`src/rtl/irq_pkg.sv`:
```
package irq_pkg;
  localparam int unsigned DATA_W = 32;
  localparam int unsigned ADDR_W = 2;

  typedef enum logic [ADDR_W-1:0] {
    REG_STAT = 2'd0,
    REG_EN   = 2'd1,
    REG_IDX  = 2'd2,
    REG_NONE = 2'd3
  } reg_sel_e;
endpackage

```
`src/rtl/irq_edge_sync.sv`:
```
module irq_edge_sync #(
  parameter int unsigned W = 32,
  parameter logic [W-1:0] MASK = '1
) (
  input  logic         clk_i,
  input  logic         rst_ni,
  input  logic [W-1:0] src_i,
  output logic [W-1:0] rise_o
);
  for (genvar b = 0; b < W; b++) begin : g_bit
    if (MASK[b]) begin : g_impl
      logic meta_q, sync_q, prev_q;
      always_ff @(posedge clk_i or negedge rst_ni) begin
        if (!rst_ni) begin
          meta_q <= 1'b0;
          sync_q <= 1'b0;
          prev_q <= 1'b0;
        end else begin
          meta_q <= src_i[b];
          sync_q <= meta_q;
          prev_q <= sync_q;
        end
      end
      assign rise_o[b] = sync_q & ~prev_q;
    end else begin : g_void
      assign rise_o[b] = 1'b0;
    end
  end
endmodule

```
`src/rtl/irq_prio_enc.sv`:
```
module irq_prio_enc #(
  parameter int unsigned W = 32,
  localparam int unsigned IDX_W = $clog2(W)
) (
  input  logic [W-1:0]     vec_i,
  output logic [IDX_W-1:0] idx_o,
  output logic             any_o
);
  // MSB is source 0; the lowest source number wins
  always_comb begin
    idx_o = '0;
    any_o = 1'b0;
    for (int i = int'(W) - 1; i >= 0; i--) begin
      if (vec_i[int'(W) - 1 - i]) begin
        idx_o = i[IDX_W-1:0];
        any_o = 1'b1;
      end
    end
  end
endmodule

```
`src/rtl/irq_ctrl.sv`:
```
module irq_ctrl
  import irq_pkg::*;
#(
  parameter logic [DATA_W-1:0] IMPL_MASK = 32'hFFFC_0000
) (
  input  logic              clk_i,
  input  logic              rst_ni,
  input  logic [DATA_W-1:0] src_i,
  input  logic [ADDR_W-1:0] reg_addr_i,
  input  logic              reg_we_i,
  input  logic [DATA_W-1:0] reg_wdata_i,
  output logic [DATA_W-1:0] reg_rdata_o,
  output logic              irq_o
);
  localparam int unsigned IDX_W = $clog2(DATA_W);

  logic [DATA_W-1:0] set_vec;
  logic [DATA_W-1:0] status_q, enable_q, pend_vec, clr_vec;
  logic [IDX_W-1:0]  win_idx;
  logic              win_any;
  reg_sel_e          sel;

  assign sel = reg_sel_e'(reg_addr_i);

  irq_edge_sync #(.W(DATA_W), .MASK(IMPL_MASK)) u_sync (
    .clk_i  (clk_i),
    .rst_ni (rst_ni),
    .src_i  (src_i),
    .rise_o (set_vec)
  );

  assign clr_vec = (reg_we_i && sel == REG_STAT) ? reg_wdata_i : '0;

  // a new edge beats a same-cycle clear
  always_ff @(posedge clk_i or negedge rst_ni) begin
    if (!rst_ni) begin
      status_q <= '0;
      enable_q <= '0;
      irq_o    <= 1'b0;
    end else begin
      status_q <= ((status_q & ~clr_vec) | set_vec) & IMPL_MASK;
      if (reg_we_i && sel == REG_EN) enable_q <= reg_wdata_i & IMPL_MASK;
      irq_o <= |pend_vec;
    end
  end

  assign pend_vec = status_q & enable_q;

  irq_prio_enc #(.W(DATA_W)) u_enc (
    .vec_i (pend_vec),
    .idx_o (win_idx),
    .any_o (win_any)
  );

  always_comb begin
    unique case (sel)
      REG_STAT: reg_rdata_o = status_q;
      REG_EN:   reg_rdata_o = enable_q;
      REG_IDX:  reg_rdata_o = win_any ? {{(DATA_W-IDX_W){1'b0}}, win_idx} : '1;
      default:  reg_rdata_o = '0;
    endcase
  end
endmodule

```
`config.mk`:
```
export PLATFORM = sky130hd
export DESIGN_NAME = irq_ctrl
export DESIGN_NICKNAME = d
export VERILOG_FILES = /design/src/rtl/irq_pkg.sv /design/src/rtl/irq_edge_sync.sv /design/src/rtl/irq_prio_enc.sv /design/src/rtl/irq_ctrl.sv
export SDC_FILE = /design/constraint.sdc
export NUM_CORES = 1
export LEC_CHECK = 0
export BUFFER_PORTS_ARGS = -buffer_cell sky130_fd_sc_hd__buf_4
export CORE_MARGIN = 10
export CORE_UTILIZATION = 49
export DETAILED_ROUTE_END_ITERATION = 6
export PLACE_DENSITY = 0.87
export SLEW_MARGIN = 20
export SYNTH_ARGS = -nofsm -noshare
export SYNTH_HDL_FRONTEND = slang
export SYNTH_SLANG_ARGS = --single-unit
```
`constraint.sdc`:
```
create_clock -name clk_i -period 2.84 [get_ports clk_i]
set_input_delay 0.426 -clock clk_i [delete_from_list [all_inputs] [get_ports clk_i]]
set_output_delay 0.426 -clock clk_i [all_outputs]
set_load 0.05 [all_outputs]
```
==> results of run 1 <==
[sequential cells by signal, indices dropped and copies added (netlist names)]
signal                      count
status_q                       14
u_sync.g_bit.g_impl.meta_q     14
irq_o                           1
enable_q                       14
u_sync.g_bit.g_impl.sync_q     14
u_sync.g_bit.g_impl.prev_q     14
[final timing paths]
| path | start | end | slack, ns | cells past startpoint |
|---|---|---|---|---|
| worst max-delay path | enable_q[29]$_DFFE_PN0P_ | reg_rdata_o[11] | 0.20 | 5 |
| worst min-delay path | rst_ni | u_sync.g_bit[28].g_impl.meta_q$_DFF_PN0_ | 0.19 | 1 |
| worst max register to register | enable_q[29]$_DFFE_PN0P_ | irq_o$_DFF_PN0_ | 1.38 | 3 |
| worst min register to register | u_sync.g_bit[23].g_impl.meta_q$_DFF_PN0_ | u_sync.g_bit[23].g_impl.sync_q$_DFF_PN0_ | 0.35 | 0 |
| max in group asynchronous | rst_ni | status_q[18]$_DFF_PN0_ | 2.09 | 1 |
| min in group clk_i | src_i[30] | u_sync.g_bit[30].g_impl.meta_q$_DFF_PN0_ | 0.19 | 1 |
[stage by stage]
step | power (uW) | area [um^2] | setup slack, ns | hold WS (ns) | util
after global routing | 2498 | 3516 | 0.01837 | 0.1773 | 0.6308
after detailed placement | 1618 | 3304 | 0.4750 | 0.3347 | 0.5928
after global placement | 1598 | 3304 | 0.5417 | 0.3312 | 0.5928
after CTS | 2399 | 3502 | 0.09525 | 0.1774 | 0.6283
after floorplan | 1460 | 2845 | 0.2103 | 0.1304 | -
final | 2387 | 3516 | 0.2008 | 0.1862 | 0.6308
[final cells by class]
type	count	share of cell area
clock buffers	10	0.03915
clock inverters	6	0.01708
inverters	15	0.01601
multi-input cells	142	0.2537
flip-flops and latches	71	0.5053
well taps	72	0.02562
repair buffers	67	0.1431
[Yosys cell counts (2+ instances only)]
cell / n
sky130_fd_sc_hd__a21oi_1: 15
sky130_fd_sc_hd__a22o_1: 5
sky130_fd_sc_hd__a22oi_1: 2
sky130_fd_sc_hd__a31oi_1: 3
sky130_fd_sc_hd__buf_2: 2
sky130_fd_sc_hd__buf_4: 13
sky130_fd_sc_hd__clkbuf_1: 3
sky130_fd_sc_hd__dfrtp_1: 71
sky130_fd_sc_hd__inv_1: 14
sky130_fd_sc_hd__mux2_2: 14
sky130_fd_sc_hd__nand2_1: 53
sky130_fd_sc_hd__nand3_1: 4
sky130_fd_sc_hd__nand4_1: 2
sky130_fd_sc_hd__nor3b_1: 13
sky130_fd_sc_hd__o21ai_0: 10
sky130_fd_sc_hd__o21ai_1: 5
[kinds of logic (layout without fill, tap and decap cells)]
kind of cell,after synthesis,count (layout),share of synthesized area
AO/OA/AOI/OAI,46,46,0.1023
buffers and inverters,35,98,0.06704
flip-flops,71,71,0.6264
multiplexers,14,14,0.05558
AND/OR/NAND/NOR,82,82,0.1487
[metal layers]
layer / global-route usage / share of wire / vias up
met5: 0 / 0 / -
met2: 0.2186 / 0.48 / 91
li1: - / - / 947
met3: 0.04591 / 0.11 / 7
met1: 0.1593 / 0.40 / 958
met4: 0.07371 / 0.013 / 0
[power groups by stage]
stage	clock network (uW)	logic (uW)	registers [uW]
5_1_grt	844	474	1180
3_5_place_dp	0	434	1180
4_1_cts	796	435	1170
6_report	784	435	1170
2_1_floorplan	0	297	1160
3_3_place_gp	0	421	1180
[repair_timing]
action,in CTS,in global routing
endpoints found under the hold margin,0,0
gates resized for setup,0,2
setup endpoints to repair,0,17
==> Implementation_results.wiki, run 1 <==
{| class="wikitable"
! Metric !! Value
|-
| Starting utilization of the core area || 0.5089
|-
| Total GRT Usage || 0.1368
|-
| Slowest cell on the critical path || sky130_fd_sc_hd__nor4_4
|-
| Number of buffers added to fix hold violations after cts || 0
|-
| Number of different library cells in the post-synthesis netlist || 35
|-
| Net Count, Synth || roughly 320
|-
| Fin Clk Skew || 0.009425 ns
|-
| Unrepaired setup endpoints after global routing || false
|-
| Top-area cell type share of the netlist area || 0.6264
|-
| Rel. slew slack || 0.4310
|-
| Layout area overhead || 23.95%
|-
| Top library cells by usage in the layout, fill and taps aside || 71 x sky130_fd_sc_hd__dfrtp_1, 67 x sky130_fd_sc_hd__buf_4, 53 x sky130_fd_sc_hd__nand2_1
|-
| Clk sinks || 71
|-
| Relative contribution of the clock network to total power || 0.328
|-
| Share of the clock period used by the worst path after layout || 0.9293
|-
| Proportion of layout cells with a drive suffix above 1 || 0.3505
|-
| Area of the die || 9232 um^2
|-
| Count of filler cells inserted in the layout || 440
|-
| Area used by sequential logic in the layout || 1777 um^2
|-
| Max Fclk || 378.9 MHz
|-
| Clk buf depth || 2
|-
| Leading cell type in the layout, fill and taps excluded || sky130_fd_sc_hd__dfrtp_1
|-
| Combinational cell fraction of total power || 0.182
|-
| Area of combinational cells with multiple inputs || roughly 890 um^2
|-
| Overall die width || 96.09 um
|-
| Worst-skew pair later-pin latency || 0.34 ns
|-
| Arrival time at the worst endpoint || 2.21 ns
|-
| Sequential Power Share || 0.490
|-
| IR Drop Worst-Case VDD || 0.5207 mV
|-
| Number of enable flip-flop cells after synthesis || 0
|-
| Setup Total Neg Slack || 0 ns
|-
| Max-slew violation count || 0
|-
| Synthesized area per cell || ~11 um^2
|-
| Post-route antenna net violation count || 0
|-
| # setup viols final || 0
|-
| Critical path buffers and inverters || 1
|-
| Vertical extent of the die || 96.09 um
|-
| Initial drt markers || 231
|-
| Number of antenna violations at the first check in global routing || 0
|-
| Count of placed standard cells in the final layout, fillers left out || 383
|-
| Synthesis Warnings || 0
|-
| Final Hold Vio Count || 0
|-
| Slew at the pin closest to its max-slew limit || 0.8535 ns
|-
| Global-route wire length before repair || about 10000 um
|-
| DR WL/cell || 15.92 um
|-
| RD Place Congestion || 0.8857
|-
| Seq cells post-synth || 71
|-
| Reported net switching power || 689.5 uW
|-
| Cell Pwr Density || 678.9 nW/um^2
|-
| Clock buffers created by TritonCTS || 9
|-
| Maximum number of pins on one net before global-route repair || between 70 and 80
|-
| H-tree depth || 3
|-
| Leading register cell type out of synthesis || sky130_fd_sc_hd__dfrtp_1
|-
| Area of the mapped netlist || 2836 um^2
|-
| Async set-reset flop share out of synthesis || 1.000
|-
| Total of buffers placed on input and output ports || between 60 and 70
|-
| Required time at the worst-slack endpoint || 2.41 ns
|-
| DR vias/cell || 5.230
|-
| Hold crit path type || primary input to async pin
|-
| DRC violations left || 0
|-
| DR pass1 iterations || 4
|-
| Overall routed net length || 6098 um
|-
| Sum of net half-perimeters after detailed placement || 4421 um
|-
| Share of total power consumed by net switching || 0.2888
|-
| Kind of cell adding the most delay to the critical path || simple AND/OR/NAND/NOR gates
|-
| Worst setup path class || flip-flop to output pin
|-
| Sequential cell area fraction in the yosys report || 0.6264
|-
| Clk pin slew, worst setup/hold paths || 0.07 ns
|-
| Buffers inserted by post-CTS timing repair || 0
|-
| Longest individual stage delay on the worst path || 0.44 ns
|-
| Endpoint kind of the worst setup timing path || output pin
|-
| Nets || 375
|-
| Cell-internal power || 1698 uW
|-
| Boundary pin count || 102
|-
| Critical Path Start Type || flip-flop
|-
| Synthesized instance count || between 200 and 250
|-
| Ordered list of cells on the worst path || a22o_4, nor4_4, nand2_1, nor2_4, buf_4
|-
| Number of global-route vias before repair || 2058
|-
| Row Count || 27
|-
| Post-synthesis cell type with the largest combined area || sky130_fd_sc_hd__dfrtp_1
|-
| Number of vias in the routed layout || 2003
|-
| Overall overflow remaining after global route || 0
|-
| Maximum fanout encountered on the critical timing path || 14
|-
| TritonCTS clock tree || yes
|-
| Max-cap violation count || 0
|-
| Standard cell core area || 5574 um^2
|-
| Leakage power summed over all cells || 0.001725 uW
|-
| Outcome || completed
|-
| Shortest period the worst path allows || 2.639 ns
|-
| Antenna cell count || 0
|-
| Main area contributors after synthesis || sky130_fd_sc_hd__dfrtp_1 63%, sky130_fd_sc_hd__nand2_1 7.0%, sky130_fd_sc_hd__mux2_2 5.6%
|-
| Clk Tree Root Cell || sky130_fd_sc_hd__clkbuf_8
|-
| Number of placed cells counting well taps || 367
|}
(Power assumes the default switching activity.)
==> run 2: changes to the inputs <==
==> constraint.sdc (replaced) <==
create_clock -name clk_i -period 2.84 [get_ports clk_i]
set_input_delay 0.852 -clock clk_i [delete_from_list [all_inputs] [get_ports clk_i]]
set_output_delay 0.852 -clock clk_i [all_outputs]
set_load 0.05 [all_outputs]
==> Implementation_results.wiki, run 2 (same netlist as run 1, synthesis figures left out) <==
{| class="wikitable"
! Metric !! Value
|-
| Outcome || complete, but fails checks
|-
| Violated checks || setup timing
|-
| Sum of met2 wire segment lengths after detailed routing || 3591 um
|-
| Leakage power summed over all cells || 0.001867 uW
|-
| Number of global-route vias before repair || 2284
|-
| Slew at the pin closest to its max-slew limit || 0.8397 ns
|-
| Hold crit path type || flip-flop to flip-flop
|-
| Nets || 395
|-
| Rel. slew slack || 0.4402
|-
| # setup viols final || 26
|-
| Number of antenna violations at the first check in global routing || 0
|-
| Clk pin slew, worst setup/hold paths || 0.06 ns
|-
| Vertical extent of the die || about 96 um
|-
| Area of the die || between 9000 and 10000 um^2
|-
| Highest metal used || met4
|-
| Row Count || 27
|-
| Critical Path Start Type || flip-flop
|-
| Leading cell type in the layout, fill and taps excluded || sky130_fd_sc_hd__dfrtp_1
|-
| Worst setup path class || flip-flop to output pin
|-
| Total met3 wirelength after detailed routing || 584 um
|-
| Proportion of layout cells with a drive suffix above 1 || 0.4316
|-
| Boundary pin count || 102
|-
| Overall routed net length || 6999 um
|-
| Endpoint kind of the worst setup timing path || output pin
|-
| Final Hold Slack || 0.3485 ns
|-
| DRC violations left || 0
|-
| Unrepaired setup endpoints after global routing || true
|-
| Clock buffers created by TritonCTS || 9
|-
| Post-route worst setup slack || -0.06560 ns
|-
| Shortest period the worst path allows || 2.906 ns
|-
| Max Fclk || 344.2 MHz
|-
| Sum of net half-perimeters after detailed placement || 4647 um
|-
| Fin Clk Skew || 0.01062 ns
|-
| RD Place Congestion || 0.8629
|-
| TritonCTS clock tree || yes
|-
| Starting utilization of the core area || 0.5089
|-
| IR Drop Worst-Case VDD || 0.3787 mV
|-
| Final Instance Area || roughly 3800 um^2
|-
| Setup Total Neg Slack || -0.5496 ns
|-
| H-tree depth || 3
|-
| DR vias/cell || 5.367
|-
| Max-cap violation count || 0
|-
| Antenna cell count || 0
|-
| Clk Tree Root Cell || sky130_fd_sc_hd__clkbuf_8
|-
| Cell area after placement || 3417 um^2
|-
| DR pass1 iterations || 4
|-
| Count of filler cells inserted in the layout || 390
|-
| Clk sinks || 71
|-
| Top library cells by usage in the layout, fill and taps aside || 71 x sky130_fd_sc_hd__dfrtp_1, 66 x sky130_fd_sc_hd__buf_4, 43 x sky130_fd_sc_hd__nand2_1
|-
| Maximum fanout encountered on the critical timing path || 6
|-
| Arrival time at the worst endpoint || between 2 and 2.5 ns
|-
| Total of buffers placed on input and output ports || 65
|-
| Required time at the worst-slack endpoint || 1.99 ns
|-
| Cell Pwr Density || 614.5 nW/um^2
|-
| Overall die width || 96.09 um
|-
| Post-route antenna net violation count || 0
|-
| Setup WS pre-CTS || 0.07405 ns
|-
| DR WL/cell || 17.45 um
|-
| Clk buf depth || 2
|-
| Max-slew violation count || 0
|-
| Number of vias in the routed layout || 2152
|-
| Global-route wire length before repair || 11040 um
|-
| Layout area overhead || 35.64%
|-
| Maximum number of pins on one net before global-route repair || 72
|-
| Routed length on met1 || 2675 um
|-
| Share of the clock period used by the worst path after layout || 1.023
|-
| Worst-skew pair later-pin latency || 0.33 ns
|-
| Total GRT Usage || 0.1557
|-
| Overall overflow remaining after global route || 0
|-
| Standard cell core area || 5574 um^2
|-
| Final Hold Vio Count || 0
|-
| Initial drt markers || between 150 and 200
|}
run 2: critical path: stages, from the launching register on:
cell and delay, ns:
sky130_fd_sc_hd__dfrtp_1 0.43, sky130_fd_sc_hd__a22o_4 0.28, sky130_fd_sc_hd__nor4_4 0.30, sky130_fd_sc_hd__buf_4 0.19, sky130_fd_sc_hd__nand4b_4 0.19, sky130_fd_sc_hd__nand2_1 0.15
sky130_fd_sc_hd__buf_6 0.17
run 2: power by group:
group	internal (uW)	switching, uW	leakage [uW]	total (uW)
clock	305	322	0.0000761	627
sequential	1100	71.4	0.000800	1170
combinational	250	319	0.000992	569
run 2: final cells by class:
class	count	area (um^2)	area share
Tap cell	72	90.09	0.02341
Clock inverter	2	10.01	0.002602
Sequential cell	71	1777	0.4618
Multi-Input combinational cell	143	1030	0.2676
Clock buffer	12	135.1	0.03512
Inverter	15	56.30	0.01463
Timing Repair Buffer	86	749.5	0.1948
run 2: path summary, 6_finish.rpt:
| kind | startpoint | to | slack, ns | cells past startpoint |
|---|---|---|---|---|
| worst min register to register | u_sync.g_bit[24].g_impl.meta_q$_DFF_PN0_ | u_sync.g_bit[24].g_impl.sync_q$_DFF_PN0_ | 0.35 | 0 |
| worst max-delay path | status_q[23]$_DFF_PN0_ | reg_rdata_o[23] | -0.07 | 6 |
| min in group asynchronous | rst_ni | u_sync.g_bit[28].g_impl.meta_q$_DFF_PN0_ | 0.64 | 1 |
| worst min-delay path | u_sync.g_bit[24].g_impl.meta_q$_DFF_PN0_ | u_sync.g_bit[24].g_impl.sync_q$_DFF_PN0_ | 0.35 | 0 |
| worst max register to register | status_q[23]$_DFF_PN0_ | irq_o$_DFF_PN0_ | 1.24 | 6 |
| max in group asynchronous | rst_ni | u_sync.g_bit[20].g_impl.prev_q$_DFF_PN0_ | 1.67 | 1 |
run 2: through the flow:
step,std cells,util,total power (uW)
2_1_floorplan,248,-,1480
3_3_place_gp,376,0.6130,1626
3_5_place_dp,376,0.6130,1648
4_1_cts,399,0.6795,2352
5_1_grt,401,0.6902,2478
6_report,401,0.6902,2364
run 2: timing repair:
item | 4_1_cts | 5_1_grt
hold buffers | 0 | 0
setup buffers | 8 | 2
endpoints found under the setup margin | 29 | 31
cloned | 1 | 0
pin swaps | 7 | 4
resized for setup | 26 | 13
run 2: metal layers:
| metal | GRT usage | up-vias |
|---|---|---|
| met4 | 0.07862 | 0 |
| met1 | 0.1772 | 1058 |
| li1 | - | 992 |
| met2 | 0.2607 | 86 |
| met5 | 0 | - |
| met3 | 0.04591 | 16 |
==> run 3: changes to the inputs <==
Settings changed: CORE_MARGIN 10 to 1, RECOVER_POWER set to 50.
==> Implementation_results.wiki, run 3 (same netlist as run 1, synthesis figures left out) <==
{| class="wikitable"
! Metric !! Value
|-
| Outcome || complete, but fails checks
|-
| Violated checks || capacitance limit, slew limit, setup timing
|-
| Hold Path Cell Cnt || 0
|-
| Clk Tree Root Cell || sky130_fd_sc_hd__clkbuf_8
|-
| Post-route worst setup slack || -0.1141 ns
|-
| Total of buffers placed on input and output ports || between 60 and 70
|-
| Boundary pin count || 102
|-
| Number of antenna violations at the first check in global routing || 0
|-
| Cell-internal power || 1647 uW
|-
| DRC violations left || 0
|-
| TritonCTS clock tree || yes
|-
| Rel. slew slack || -0.1016
|-
| Arrival time at the worst endpoint || approximately 2.1 ns
|-
| Final Hold Vio Count || 0
|-
| Leakage power summed over all cells || ~0.0019 uW
|-
| Vertical extent of the die || 78.09 um
|-
| Slew at the pin closest to its max-slew limit || between 1.5 and 2 ns
|-
| Starting utilization of the core area || 0.5120
|-
| Combinational cell fraction of total power || 0.224
|-
| Worst Hold End || u_sync.g_bit[27].g_impl.sync_q$_DFF_PN0_
|-
| Number of cells traversed by the worst register-to-register path || 5
|-
| Worst setup path class || flip-flop to output pin
|-
| Setup Total Neg Slack || -1.684 ns
|-
| Relative contribution of the clock network to total power || 0.280
|-
| Unrepaired setup endpoints after global routing || true
|-
| Worst Min Path Start || u_sync.g_bit[27].g_impl.meta_q$_DFF_PN0_
|-
| Count of filler cells inserted in the layout || about 400
|-
| RD Place Congestion || 0.8265
|-
| Global-route wire length before repair || 10040 um
|-
| Total GRT Usage || 0.2218
|-
| Overall overflow remaining after global route || 0
|-
| Max-slew violation count || 72
|-
| Share of total power consumed by net switching || 0.3000
|-
| Cell Pwr Density || 609.6 nW/um^2
|-
| Required time at the worst-slack endpoint || ~2 ns
|-
| Clock buffers created by TritonCTS || 9
|-
| R2r startpoint || status_q[18]$_DFF_PN0_
|-
| Number of buffers added to fix hold violations after cts || 0
|-
| Worst setup slack for register-to-register paths || 1.34 ns
|-
| DR vias/cell || 5.391
|-
| DR pass1 iterations || 4
|-
| Clk buf depth || 2
|-
| Clk pin slew, worst setup/hold paths || 0.06 ns
|-
| IR Drop Worst-Case VDD || 0.4520 mV
|-
| Layout area overhead || 36.08%
|-
| # setup viols final || 27
|-
| Proportion of layout cells with a drive suffix above 1 || 0.4242
|-
| Leading cell type in the layout, fill and taps excluded || sky130_fd_sc_hd__dfrtp_1
|-
| Hold crit path type || flip-flop to flip-flop
|-
| Worst-skew pair later-pin latency || 0.34 ns
|-
| Post-layout util || 0.6967
|-
| DR WL/cell || between 15 and 20 um
|-
| Overall die width || 78.09 um
|-
| Maximum fanout encountered on the critical timing path || 3
|-
| Endpoint kind of the worst setup timing path || output pin
|-
| Share of the clock period used by the worst path after layout || 1.040
|-
| Nets || 397
|-
| Setup WS pre-CTS || 0.06712 ns
|-
| Row Count || 27
|-
| Crit path launch || status_q[18]$_DFF_PN0_
|-
| Top library cells by usage in the layout, fill and taps aside || 71 x sky130_fd_sc_hd__dfrtp_1, 46 x sky130_fd_sc_hd__buf_4, 45 x sky130_fd_sc_hd__nand2_1
|-
| Max-cap violation count || 1
|-
| Shortest period the worst path allows || between 2 and 3 ns
|-
| Maximum number of pins on one net before global-route repair || 72
|-
| Sequential Power Share || 0.496
|-
| Max Fclk || about 340 MHz
|-
| H-tree depth || 3
|-
| Fin Clk Skew || 0.008429 ns
|-
| Overall routed net length || 6224 um
|-
| Number of global-route vias before repair || 2136
|-
| Standard cell core area || ~5500 um^2
|-
| Critical register-to-register path endpoint || irq_o$_DFF_PN0_
|-
| Clk sinks || 71
|-
| Area of the die || between 6000 and 7000 um^2
|-
| Reported net switching power || a little over 700 uW
|-
| Initial drt markers || 187
|-
| Post-route antenna net violation count || 0
|-
| Antenna cell count || 0
|-
| Number of vias in the routed layout || 2167
|-
| Sum of net half-perimeters after detailed placement || just under 4000 um
|-
| Critical Path Start Type || flip-flop
|}
run 3: cell count changes in the layout (fill, tap and decap cells not counted), sizes merged:
cell      before  now
clkbuf        12   27
clkinv         2    0
buf           86   72
nor2           2    3
clkinvlp       0    1
run 3: final cells by class:
class / instances / area (um^2) / area share
well taps: 72 / 90.09 / 0.02334
repair buffers: 87 / 778.2 / 0.2016
flip-flops and latches: 71 / 1777 / 0.4603
multi-input cells: 144 / 1006 / 0.2606
inverters: 15 / 56.30 / 0.01459
clock inverters: 1 / 7.507 / 0.001945
clock buffers: 12 / 145.1 / 0.03760
run 3: timing repair:
| action | in CTS | in global routing |
|---|---|---|
| setup buffers | 11 | 0 |
| pin swaps | 5 | 1 |
| gates cloned | 2 | 0 |
| setup endpoints to repair | 29 | 32 |
| gates resized for setup | 24 | 24 |
run 3: worst max-delay path, stage by stage (launching register included):
cell and delay, ns:
sky130_fd_sc_hd__dfrtp_1 0.39, sky130_fd_sc_hd__a22o_1 0.28, sky130_fd_sc_hd__nor4_4 0.31, sky130_fd_sc_hd__buf_4 0.19
sky130_fd_sc_hd__buf_6 0.11, sky130_fd_sc_hd__nand3_4 0.08, sky130_fd_sc_hd__a22oi_2 0.22, sky130_fd_sc_hd__buf_6 0.18
run 3: worst max-delay path by stage:
| stage | slack, ns | endpoint | cells after the start |
|---|---|---|---|
| after floorplan | -0.09 | reg_rdata_o[2] | 4 |
| after global placement | 0.09 | reg_rdata_o[3] | 6 |
| after detailed placement | 0.07 | reg_rdata_o[24] | 5 |
| after CTS | -0.09 | reg_rdata_o[30] | 7 |
| after global routing | -0.20 | reg_rdata_o[10] | 7 |
| final | -0.11 | reg_rdata_o[30] | 7 |
run 3: power groups by stage:
stage,Clock [uW],Sequential (uW),Combinational [uW]
2_1_floorplan,0,1160,316
3_3_place_gp,0,1180,447
3_5_place_dp,0,1180,459
4_1_cts,677,1160,505
5_1_grt,717,1180,563
6_report,659,1170,527
run 3: routing by layer:
| layer | wire, um | vias to the layer above | track usage |
|---|---|---|---|
| met5 | 0 | - | 0 |
| li1 | - | 996 | - |
| met1 | 2446 | 1054 | 0.2674 |
| met4 | 164 | 0 | 0.1074 |
| met2 | 3152 | 102 | 0.3675 |
| met3 | 460 | 15 | 0.06163 |
run 3: stage by stage:
step / instance area (um^2) / std cells / total power [uW] / hold WS (ns)
2_1_floorplan: 2919 / 248 / 1480 / 0.3312
3_3_place_gp: 3417 / 376 / 1623 / 0.3312
3_5_place_dp: 3417 / 376 / 1642 / 0.3347
4_1_cts: 3775 / 402 / 2344 / 0.3496
5_1_grt: 3860 / 402 / 2456 / 0.3565
6_report: 3860 / 402 / 2353 / 0.3453
